### config.mk
export PLATFORM = sky130hd
export DESIGN_NAME = hdlc_rx_deframer
export DESIGN_NICKNAME = d
export VERILOG_FILES = /design/src/rtl/hdlc_rx_pkg.sv /design/src/rtl/hdlc_rx_bitclass.sv /design/src/rtl/hdlc_rx_crc16.sv /design/src/rtl/hdlc_rx_byte_fifo.sv /design/src/rtl/hdlc_rx_deframer.sv
export SDC_FILE = /design/constraint.sdc
export NUM_CORES = 1
export LEC_CHECK = 0
export CORE_UTILIZATION = 48
export DETAILED_ROUTE_END_ITERATION = 16
export DONT_BUFFER_PORTS = 1
export SLEW_MARGIN = 20
export SYNTH_ARGS = -nofsm -noshare
export SYNTH_HDL_FRONTEND = slang
export SYNTH_SLANG_ARGS = --single-unit
### constraint.sdc
create_clock -name clk -period 7.6 [get_ports clk]
set_input_delay 1.52 -clock clk [delete_from_list [all_inputs] [get_ports clk]]
set_output_delay 1.52 -clock clk [all_outputs]
set_load 0.02 [all_outputs]
### src/rtl/hdlc_rx_pkg.sv
package hdlc_rx_pkg;
  localparam logic [15:0] CRC_PRESET  = 16'hFFFF;
  localparam logic [15:0] CRC_POLY_R  = 16'h8408;
  localparam logic [15:0] CRC_RESIDUE = 16'hF0B8;

  typedef enum logic [1:0] {
    BK_NONE  = 2'd0,
    BK_DATA  = 2'd1,
    BK_FLAG  = 2'd2,
    BK_ABORT = 2'd3
  } bit_kind_e;

  typedef struct packed {
    logic crc_err;
    logic aborted;
    logic nonint;
  } frm_stat_t;

  function automatic logic [15:0] crc_next(input logic [15:0] cur, input logic din);
    logic fb;
    fb = cur[0] ^ din;
    crc_next = (cur >> 1) ^ (fb ? CRC_POLY_R : 16'h0000);
  endfunction
endpackage

### src/rtl/hdlc_rx_bitclass.sv
module hdlc_rx_bitclass
  import hdlc_rx_pkg::*;
#(
  parameter int STUFF_ONES = 5,
  parameter int ABORT_ONES = 7,
  parameter int IDLE_ONES  = 15
) (
  input  logic      clk,
  input  logic      rst,
  input  logic      enable,
  input  logic      bit_en,
  input  logic      rx_bit,
  output bit_kind_e kind,
  output logic      idle_o
);
  localparam int CW = $clog2(IDLE_ONES + 1);
  localparam logic [CW-1:0] STUFF_C = CW'(STUFF_ONES);
  localparam logic [CW-1:0] FLAG_C  = CW'(STUFF_ONES + 1);
  localparam logic [CW-1:0] ABRT_C  = CW'(ABORT_ONES - 1);
  localparam logic [CW-1:0] IDLE_C  = CW'(IDLE_ONES);
  localparam logic [CW-1:0] IDLM_C  = CW'(IDLE_ONES - 1);

  logic [CW-1:0] ones_q;
  logic          idle_q;

  always_comb begin
    kind = BK_NONE;
    if (bit_en && enable) begin
      if (ones_q < STUFF_C) begin
        kind = BK_DATA;
      end else if (rx_bit && ones_q == ABRT_C) begin
        kind = BK_ABORT;
      end else if (!rx_bit && ones_q == FLAG_C) begin
        kind = BK_FLAG;
      end
    end
  end

  always_ff @(posedge clk) begin
    if (rst || !enable) begin
      ones_q <= '0;
      idle_q <= 1'b0;
    end else if (bit_en) begin
      if (rx_bit) begin
        if (ones_q != IDLE_C) ones_q <= ones_q + 1'b1;
        if (ones_q >= IDLM_C) idle_q <= 1'b1;
      end else begin
        ones_q <= '0;
        idle_q <= 1'b0;
      end
    end
  end

  assign idle_o = idle_q;
endmodule

### src/rtl/hdlc_rx_crc16.sv
module hdlc_rx_crc16
  import hdlc_rx_pkg::*;
(
  input  logic clk,
  input  logic rst,
  input  logic clear,
  input  logic shift,
  input  logic din,
  output logic good_o
);
  logic [15:0] crc_q;

  always_ff @(posedge clk) begin
    if (rst || clear) crc_q <= CRC_PRESET;
    else if (shift)   crc_q <= crc_next(crc_q, din);
  end

  assign good_o = (crc_q == CRC_RESIDUE);
endmodule

### src/rtl/hdlc_rx_byte_fifo.sv
module hdlc_rx_byte_fifo #(
  parameter int W     = 8,
  parameter int DEPTH = 8
) (
  input  logic                       clk,
  input  logic                       rst,
  input  logic                       flush,
  input  logic                       push,
  input  logic [W-1:0]               din,
  input  logic                       pop,
  output logic [W-1:0]               dout,
  output logic [$clog2(DEPTH):0]     level
);
  localparam int AW = $clog2(DEPTH);

  logic [W-1:0] mem [DEPTH];
  logic [AW:0]  wr_q, rd_q;

  always_ff @(posedge clk) begin
    if (push) mem[wr_q[AW-1:0]] <= din;
  end

  always_ff @(posedge clk) begin
    if (rst) dout <= '0;
    else if (pop) dout <= mem[rd_q[AW-1:0]];
  end

  always_ff @(posedge clk) begin
    if (rst || flush) begin
      wr_q <= '0;
      rd_q <= '0;
    end else begin
      if (push) wr_q <= wr_q + 1'b1;
      if (pop)  rd_q <= rd_q + 1'b1;
    end
  end

  assign level = wr_q - rd_q;
endmodule

### src/rtl/hdlc_rx_deframer.sv
module hdlc_rx_deframer
  import hdlc_rx_pkg::*;
#(
  parameter int MIN_BASE   = 3,
  parameter int FIFO_DEPTH = 8,
  parameter int STUFF_ONES = 5,
  parameter int ABORT_ONES = 7,
  parameter int IDLE_ONES  = 15
) (
  input  logic       clk,
  input  logic       rst,
  input  logic       rx_en,
  input  logic [1:0] min_len_sel,
  input  logic       bit_en,
  input  logic       rx_bit,
  output logic       out_valid,
  output logic       out_first,
  output logic [7:0] out_data,
  output logic       eof_valid,
  output logic       eof_crc_err,
  output logic       eof_abort,
  output logic       eof_nonint,
  output logic       line_active,
  output logic       idle
);
  localparam int DLY   = STUFF_ONES + 1;
  localparam int DCW   = $clog2(DLY + 1);
  localparam int MAXN  = MIN_BASE + 3;
  localparam int CNT_W = $clog2(MAXN + 1) + 1;
  localparam int LVW   = $clog2(FIFO_DEPTH) + 1;
  localparam logic [DCW-1:0]   DLY_C   = DCW'(DLY);
  localparam logic [CNT_W-1:0] CNT_MAX = '1;
  localparam logic [LVW-1:0]   HOLD_C  = LVW'(2);

  logic            clr;
  bit_kind_e       kind;
  logic            crc_good;
  logic [LVW-1:0]  level;
  logic [7:0]      fifo_dout;

  logic            open_q;
  logic [DLY-1:0]  dly_q;
  logic [DCW-1:0]  dly_cnt_q;
  logic [7:0]      asm_q;
  logic [2:0]      phase_q;
  logic [CNT_W-1:0] byte_cnt_q;
  logic            started_q, first_pend_q, close_pend_q;
  frm_stat_t       stat_q;

  logic            data_push, exit_vld, byte_done, flag_hit, abort_hit;
  logic            frame_ok, start_now, pop, close_eof, abort_eof, eof_fire, flush;
  logic [7:0]      asm_next;
  logic [CNT_W-1:0] min_n;
  frm_stat_t       eof_stat;

  assign clr = rst || !rx_en;

  hdlc_rx_bitclass #(
    .STUFF_ONES(STUFF_ONES), .ABORT_ONES(ABORT_ONES), .IDLE_ONES(IDLE_ONES)
  ) u_cls (
    .clk(clk), .rst(rst), .enable(rx_en), .bit_en(bit_en), .rx_bit(rx_bit),
    .kind(kind), .idle_o(idle)
  );

  hdlc_rx_crc16 u_crc (
    .clk(clk), .rst(rst), .clear(flag_hit || abort_hit), .shift(exit_vld),
    .din(dly_q[0]), .good_o(crc_good)
  );

  hdlc_rx_byte_fifo #(.W(8), .DEPTH(FIFO_DEPTH)) u_fifo (
    .clk(clk), .rst(clr), .flush(flush), .push(byte_done), .din(asm_next),
    .pop(pop), .dout(fifo_dout), .level(level)
  );

  always_comb begin
    min_n     = CNT_W'(MIN_BASE) + CNT_W'(min_len_sel);
    data_push = open_q && (kind == BK_DATA);
    flag_hit  = (kind == BK_FLAG);
    abort_hit = open_q && (kind == BK_ABORT);
    exit_vld  = data_push && (dly_cnt_q == DLY_C);
    asm_next  = {dly_q[0], asm_q[7:1]};
    byte_done = exit_vld && (phase_q == 3'd7);
    start_now = byte_done && !started_q && ((byte_cnt_q + 1'b1) >= min_n);
    frame_ok  = open_q && (byte_cnt_q >= min_n);
    pop       = (started_q || close_pend_q) && (level > HOLD_C) && !abort_hit;
    close_eof = close_pend_q && (level <= HOLD_C);
    abort_eof = abort_hit && started_q;
    eof_fire  = close_eof || abort_eof;
    flush     = close_eof || abort_hit || (flag_hit && open_q && !frame_ok);
    eof_stat  = abort_eof ? frm_stat_t'{crc_err: 1'b0, aborted: 1'b1, nonint: 1'b0} : stat_q;
  end

  always_ff @(posedge clk) begin
    if (clr) begin
      open_q       <= 1'b0;
      dly_q        <= '0;
      dly_cnt_q    <= '0;
      asm_q        <= '0;
      phase_q      <= '0;
      byte_cnt_q   <= '0;
      started_q    <= 1'b0;
      first_pend_q <= 1'b0;
      close_pend_q <= 1'b0;
      stat_q       <= '0;
      out_valid    <= 1'b0;
      out_first    <= 1'b0;
      eof_valid    <= 1'b0;
      eof_crc_err  <= 1'b0;
      eof_abort    <= 1'b0;
      eof_nonint   <= 1'b0;
    end else begin
      out_valid   <= pop;
      out_first   <= pop && first_pend_q;
      eof_valid   <= eof_fire;
      eof_crc_err <= eof_fire && eof_stat.crc_err;
      eof_abort   <= eof_fire && eof_stat.aborted;
      eof_nonint  <= eof_fire && eof_stat.nonint;

      if (pop)       first_pend_q <= 1'b0;
      if (close_eof) close_pend_q <= 1'b0;

      if (flag_hit) begin
        open_q     <= 1'b1;
        dly_cnt_q  <= '0;
        phase_q    <= '0;
        byte_cnt_q <= '0;
        started_q  <= 1'b0;
        if (frame_ok) begin
          close_pend_q <= 1'b1;
          stat_q <= frm_stat_t'{crc_err: !crc_good, aborted: 1'b0,
                                nonint: (phase_q != 3'd0)};
        end
      end else if (abort_hit) begin
        open_q     <= 1'b0;
        dly_cnt_q  <= '0;
        phase_q    <= '0;
        byte_cnt_q <= '0;
        started_q  <= 1'b0;
      end else if (data_push) begin
        dly_q <= {rx_bit, dly_q[DLY-1:1]};
        if (dly_cnt_q != DLY_C) dly_cnt_q <= dly_cnt_q + 1'b1;
        if (exit_vld) begin
          asm_q   <= asm_next;
          phase_q <= phase_q + 1'b1;
          if (byte_done && byte_cnt_q != CNT_MAX) byte_cnt_q <= byte_cnt_q + 1'b1;
        end
        if (start_now) begin
          started_q    <= 1'b1;
          first_pend_q <= 1'b1;
        end
      end
    end
  end

  assign out_data    = fifo_dout;
  assign line_active = open_q;
endmodule

---- Word level (Yosys, flattened, before mapping) ----
Memory sizes are Yosys's and may differ from the RTL's. A register that Yosys moved wholly into a read port is not among the register bits.
Index checks and enable logic that the tools add are counted.
W data, S select, Z words.
word-level totals
  register bits after elaboration ......... 65
  bits in writable memories ............... 64
  bits of input ports ..................... 7
  output and inout port bits .............. 16
  logic and storage cells ................. 122
  memories ................................ 1
memory list
  name        words  width  read ports  clocked after Yosys merged registers in  write ports  line                     RTL
  u_fifo.mem  8      8      1           1                                        1            hdlc_rx_byte_fifo.sv:16  logic [W-1:0] mem [DEPTH];
cells by class
  add/subtract/negate cells ............... 8
  order comparisons ....................... 6
  equality and inequality tests ........... 12
  multiplexer cells ....................... 22
  bitwise operators ....................... 4
  reduce and logical (&&, ||, !) cells .... 47
operators with widths
  kind                    count
  $logic_and A1 B1 Y1     21
  $add A4 B1 Y4 const B   4
  $eq A16 B16 Y1 const B  1
  $mux W16                1
  $xor A15 B16 Y16        1
  $mux W1                 14
  $reduce_and A2 Y1       6
  $ge A4 B3 Y1            2
  $logic_or A1 B1 Y1      8
  $mux W2                 4
  $mux W4                 2
  $ne A4 B4 Y1 const B    2
  $add A3 B1 Y3 const B   2
  $eq A3 B3 Y1 const B    2
  $logic_not A1 Y1        6
  $reduce_and A3 Y1       2
  $eq A2 B2 Y1 const B    2
  $eq A4 B3 Y1 const B    1
  $ge A4 B4 Y1 const B    1
  $gt A4 B2 Y1 const B    1
  $le A4 B2 Y1 const B    1
  $lt A4 B3 Y1 const B    1
  $ne A2 B1 Y1 const B    2
  $reduce_and A4 Y1       1
  other kinds (10)        11

---- Logic depth before layout (Yosys ltp) ----
  depth in word-level cells ............... 16
  depth in mapped cells ................... 10
  gate-level depth less buffers ........... 9

---- Hierarchy ----
Synthesis repeated with hierarchy kept, for this count alone.
second synthesis, totals
  cell total of the unflattened synthesis .. 490
  area, all modules ....................... 5859.4 µm²
by module, submodules not included
  module             instances  cells each  area an instance (µm²)  sequential area each (µm²)
  hdlc_rx_byte_fifo  1          206         3210.6                  2242.2
  hdlc_rx_deframer   1          183         1637.8                  700.7
  hdlc_rx_crc16      1          61          673.1                   320.3
  hdlc_rx_bitclass   1          40          337.8                   100.1

---- Worst setup path before layout ----
OpenSTA, ideal clock, no wires.
  path kind ............................... input to register
  start ................................... in bit_en
  end ..................................... mem u_fifo.mem[0][0], enable pin
  library setup time ...................... 0.395 ns
  arrival ................................. 2.937 ns
  data required time ...................... 7.205 ns
  slack ................................... 4.268 ns
  stages on the path ...................... 4
  path buffers ............................ 0
  path through ............................ nand3b_4 > nor4_4 > nand2_2 > nor4_1
on the way
  word-level cells in the longest chain between the ends .. 8
ends and longest elaborated chain
  item                           line                     RTL
  start: declaration             hdlc_rx_deframer.sv:14   input logic bit_en,
  $logic_and A1 B1 Y1            hdlc_rx_bitclass.sv:28   if (bit_en && enable) begin
  $mux W2                        hdlc_rx_bitclass.sv:28
  $eq A2 B1 Y1                   hdlc_rx_deframer.sv:77   data_push = open_q && (kind == BK_DATA);
  $logic_and A1 B1 Y1            hdlc_rx_deframer.sv:77
  $logic_and A1 B1 Y1            hdlc_rx_deframer.sv:80   exit_vld = data_push && (dly_cnt_q == DLY_C);
  $logic_and A1 B1 Y1            hdlc_rx_deframer.sv:82   byte_done = exit_vld && (phase_q == 3'd7);
  $mux W1                        hdlc_rx_byte_fifo.sv:20  if (push) mem[wr_q[AW-1:0]] <= din;
  $mux W1 (not written as such)  hdlc_rx_byte_fifo.sv:20
  end: declaration               hdlc_rx_byte_fifo.sv:16
Every way passes these cells.

---- Final worst setup path ----
  start ................................... in bit_en
  end ..................................... mem u_fifo.mem[1][3], enable pin
Same word-level chain as after synthesis.

==> metrics.txt <==
# TYPE chip_impl_metric gauge
chip_impl_info{name="status",value="finished with violations"} 1
chip_impl_metric{name="numCtsBuffers",unit=""} 17
chip_impl_metric{name="n_antenna_cell",unit=""} 0
chip_impl_info{name="final_common_cell",value="nand2_1"} 1
chip_impl_info{name="timing.critical_path.to_type",value="flop"} 1
chip_impl_metric{name="final_hold_viol_count",unit=""} 0
chip_impl_metric{name="detail_route.iter0.violations",unit=""} 201
chip_impl_metric{name="synthesis.yosys.warnings",unit=""} 0
chip_impl_metric{name="num-fill-cells",unit=""} 947
chip_impl_metric{name="antenna_found_initial",unit=""} 0
chip_impl_metric{name="routedWlPerCell",unit="µm"} 17.9
chip_impl_metric{name="postCtsHoldBufs",unit=""} 0
chip_impl_metric{name="fp.dieW",unit="µm"} 111
chip_impl_metric{name="postSynthRegisterBits",unit=""} 136
chip_impl_metric{name="area.growth.synth_to_final",unit="%"} 12.3
chip_impl_metric{name="worst_clock_skew",unit="ps"} 7.26
chip_impl_metric{name="utilization",unit="%"} 55.9
chip_impl_metric{name="worst-slew-pin-transition",unit="ps"} 1110
chip_impl_metric{name="combined_area_of_the_multi_input_logic_cells",unit="µm²"} 2220
chip_impl_metric{name="final_critical_path_setup_slack",unit="ps"} 4260
chip_impl_metric{name="count_of_buffers_added_by_post_cts_timing_repair_for_setup",unit=""} 0
chip_impl_metric{name="drive_gt1_share",unit="%"} 13.3
chip_impl_metric{name="rows",unit=""} 39
chip_impl_metric{name="placement.io_buffers",unit=""} 0
chip_impl_metric{name="portion_of_the_post_synthesis_area_used_by_sequential_elements",unit="%"} 58.7
chip_impl_metric{name="cp_max_fo",unit=""} 30
chip_impl_metric{name="timing.setup.tns",unit="ps"} 0
chip_impl_metric{name="post_syn_area_per_cell",unit="µm²"} 11.9
chip_impl_metric{name="postSynthNetCount",unit=""} 512
chip_impl_metric{name="design.portCount",unit=""} 23
chip_impl_metric{name="grt_max_degree",unit=""} 31
chip_impl_metric{name="fmax",unit="MHz"} 300
chip_impl_metric{name="synth_enable_flop_cells",unit=""} 64
chip_impl_metric{name="timing.critical_path.arrival",unit="ps"} 3360
chip_impl_metric{name="initial_util",unit="%"} 49.8
chip_impl_metric{name="post_cts.resized_instances",unit=""} 0
chip_impl_info{name="tritoncts",value="yes"} 1
chip_impl_info{name="post_synth_main_area_contributors",value="edfxtp_1, dfxtp_1, mux4_2"} 1
chip_impl_metric{name="post_drt_via_cell_ratio",unit=""} 5.70
chip_impl_metric{name="cts-root-to-sink-buffers",unit=""} 2
chip_impl_metric{name="max_cap_violations",unit=""} 0
chip_impl_metric{name="detail-route-antenna-nets",unit=""} 0
chip_impl_metric{name="drt_pass1_iterations",unit=""} 10
chip_impl_info{name="worst_hold_path_type",value="flop to flop"} 1
chip_impl_metric{name="first_global_vias",unit=""} 3487
chip_impl_metric{name="core-area",unit="µm²"} 11500
chip_impl_metric{name="chipHeight",unit="µm"} 111
chip_impl_metric{name="postSynth.asyncResetShare",unit="%"} 0
chip_impl_info{name="layout.cells.most_common_list",value="nand2_1, dfxtp_1, edfxtp_1, a21oi_1, nand3_1"} 1
chip_impl_metric{name="power.leakage",unit="nW"} 2.44
chip_impl_metric{name="fin_crit_sh",unit="%"} 43.9
chip_impl_metric{name="period_minus_slack",unit="ps"} 3340
chip_impl_metric{name="synthesis.instances",unit=""} 483
chip_impl_metric{name="cts.clk_slew.worst_paths",unit="ps"} 50
chip_impl_info{name="grt_setup_unrepaired",value="false"} 1
chip_impl_metric{name="max_slew_margin",unit="%"} 25.1
chip_impl_info{name="cp-start-kind",value="input port"} 1
chip_impl_metric{name="finalWeightedCongestion",unit=""} 0.839
chip_impl_info{name="ctsRootBufferMaster",value="clkbuf_16"} 1
chip_impl_info{name="ys_dominant_reg_cell",value="dfxtp_1"} 1
chip_impl_metric{name="crit_required",unit="ps"} 7630
chip_impl_metric{name="die_area",unit="µm²"} 12400
chip_impl_info{name="violations",value="design-rule violations"} 1
chip_impl_metric{name="synth_cell_type_count",unit=""} 55
chip_impl_info{name="startpoint_to_endpoint_class_of_the_critical_path",value="input port to flop"} 1
chip_impl_metric{name="final-seq-area",unit="µm²"} 3360
chip_impl_metric{name="vdd_drop_max",unit="mV"} 0.127
chip_impl_metric{name="clock-sinks",unit=""} 136
chip_impl_metric{name="stdcell_count",unit=""} 641
chip_impl_metric{name="dp_cells",unit=""} 609
chip_impl_metric{name="detailroute.via_count",unit=""} 3653
chip_impl_metric{name="routed_wirelength",unit="mm"} 11.5
chip_impl_metric{name="setup_viol_count_final",unit=""} 0
chip_impl_metric{name="drc",unit=""} 4
chip_impl_metric{name="wire_length_of_the_first_global_routing_pass",unit="mm"} 18.5
chip_impl_metric{name="pre_cts_ws",unit="ps"} 3690
chip_impl_metric{name="grt.overflow.total",unit=""} 0
chip_impl_metric{name="global_route.usage.total",unit="%"} 20.1
chip_impl_metric{name="cellPowerDensity",unit="nW/µm²"} 246
chip_impl_info{name="yosys.area.top_type",value="edfxtp_1"} 1
chip_impl_metric{name="cell_area_after_synthesis",unit="µm²"} 5730
chip_impl_metric{name="dpl.hpwl",unit="mm"} 7.65
chip_impl_metric{name="drv_slew",unit=""} 0
chip_impl_metric{name="power",unit="mW"} 1.58
chip_impl_metric{name="htree_levels",unit=""} 4
chip_impl_metric{name="worstSkewPairLatency",unit="ps"} 410
chip_impl_metric{name="fin_nets",unit=""} 514
chip_impl_metric{name="synth_largest_type_area_fraction",unit="%"} 33.5
power breakdown:
part	leakage (nW)	switching (mW)	total, mW	internal [mW]
registers	1.33	0.000250	0.761	0.760
clock network	0.285	0.284	0.804	0.520
logic	0.834	0.0121	0.0168	0.00463
total	2.44	0.297	1.58	1.28
flip-flops by register name, summed over array words and instances (netlist names), 2 cells and up:
| name | flops |
|---|---|
| dly_q | 6 |
| u_fifo.wr_q | 4 |
| u_fifo.mem | 64 |
| u_fifo.dout | 8 |
| phase_q | 3 |
| u_crc.crc_q | 16 |
| u_cls.ones_q | 4 |
| u_fifo.rd_q | 4 |
| byte_cnt_q | 4 |
| asm_q | 7 |
| stat_q | 2 |
| dly_cnt_q | 3 |
synthesized netlist by cell type, types with 8 or more instances:
library cell / n
a21oi_1: 36
buf_2: 11
clkbuf_1: 8
dfxtp_1: 72
edfxtp_1: 64
ha_1: 21
inv_1: 15
mux2i_1: 10
mux4_2: 16
nand2_1: 77
nand3_1: 26
nor2_1: 23
o211ai_1: 10
o31ai_1: 9
critical path, stage by stage:
cell and delay, ps:
nand3b_4 80, nor4_4 250, buf_4 350, nand2_2 220, nor3_1 930
routing by layer:
| metal | wire [µm] | GRT usage, % |
|---|---|---|
| met1 | 5580 | 29.0 |
| met2 | 5270 | 28.7 |
| met3 | 499 | 5.74 |
| met4 | 145 | 7.66 |
| met5 | 0 | 0 |
final timing paths:
kind,startpoint,endpoint,slack [ps],cells past startpoint
max,bit_en,u_fifo.mem[1][3]$_DFFE_PP_,4260,5
min,first_pend_q$_SDFF_PP0_,out_first$_SDFF_PP0_,430,2
max reg2reg,u_fifo.rd_q[1]$_SDFFE_PP0P_,u_fifo.dout[6]$_SDFFE_PP0P_,4420,7
min reg2reg,first_pend_q$_SDFF_PP0_,out_first$_SDFF_PP0_,430,2
metrics by stage:
| step | hold WS, ps | instance area (µm²) |
|---|---|---|
| finish | 430 | 6440 |
| floorplan | 410 | 5730 |
| global route | 473 | 6440 |
| global placement | 421 | 5850 |
| CTS | 435 | 6430 |
| detailed placement | 424 | 5850 |
layout make-up:
class	count	area share [%]
clock inverter	10	1.96
timing repair buffer	4	0.466
tap	143	2.78
inverter	17	0.991
clock buffer	22	7.05
sequential	136	52.2
multi-input combinational	309	34.5
kinds of logic after synthesis:
| group | after synthesis | synth area share, % |
|---|---|---|
| AOI/OAI and AO/OA | 78 | 8.73 |
| xor gates and xnor gates | 14 | 2.14 |
| adders and majority gates | 22 | 4.93 |
| buffers and inverters | 38 | 2.92 |
| DFF | 136 | 58.7 |
| muxes | 26 | 8.03 |
| and+or+nand+nor | 169 | 14.6 |
(Power assumes the default switching activity.)
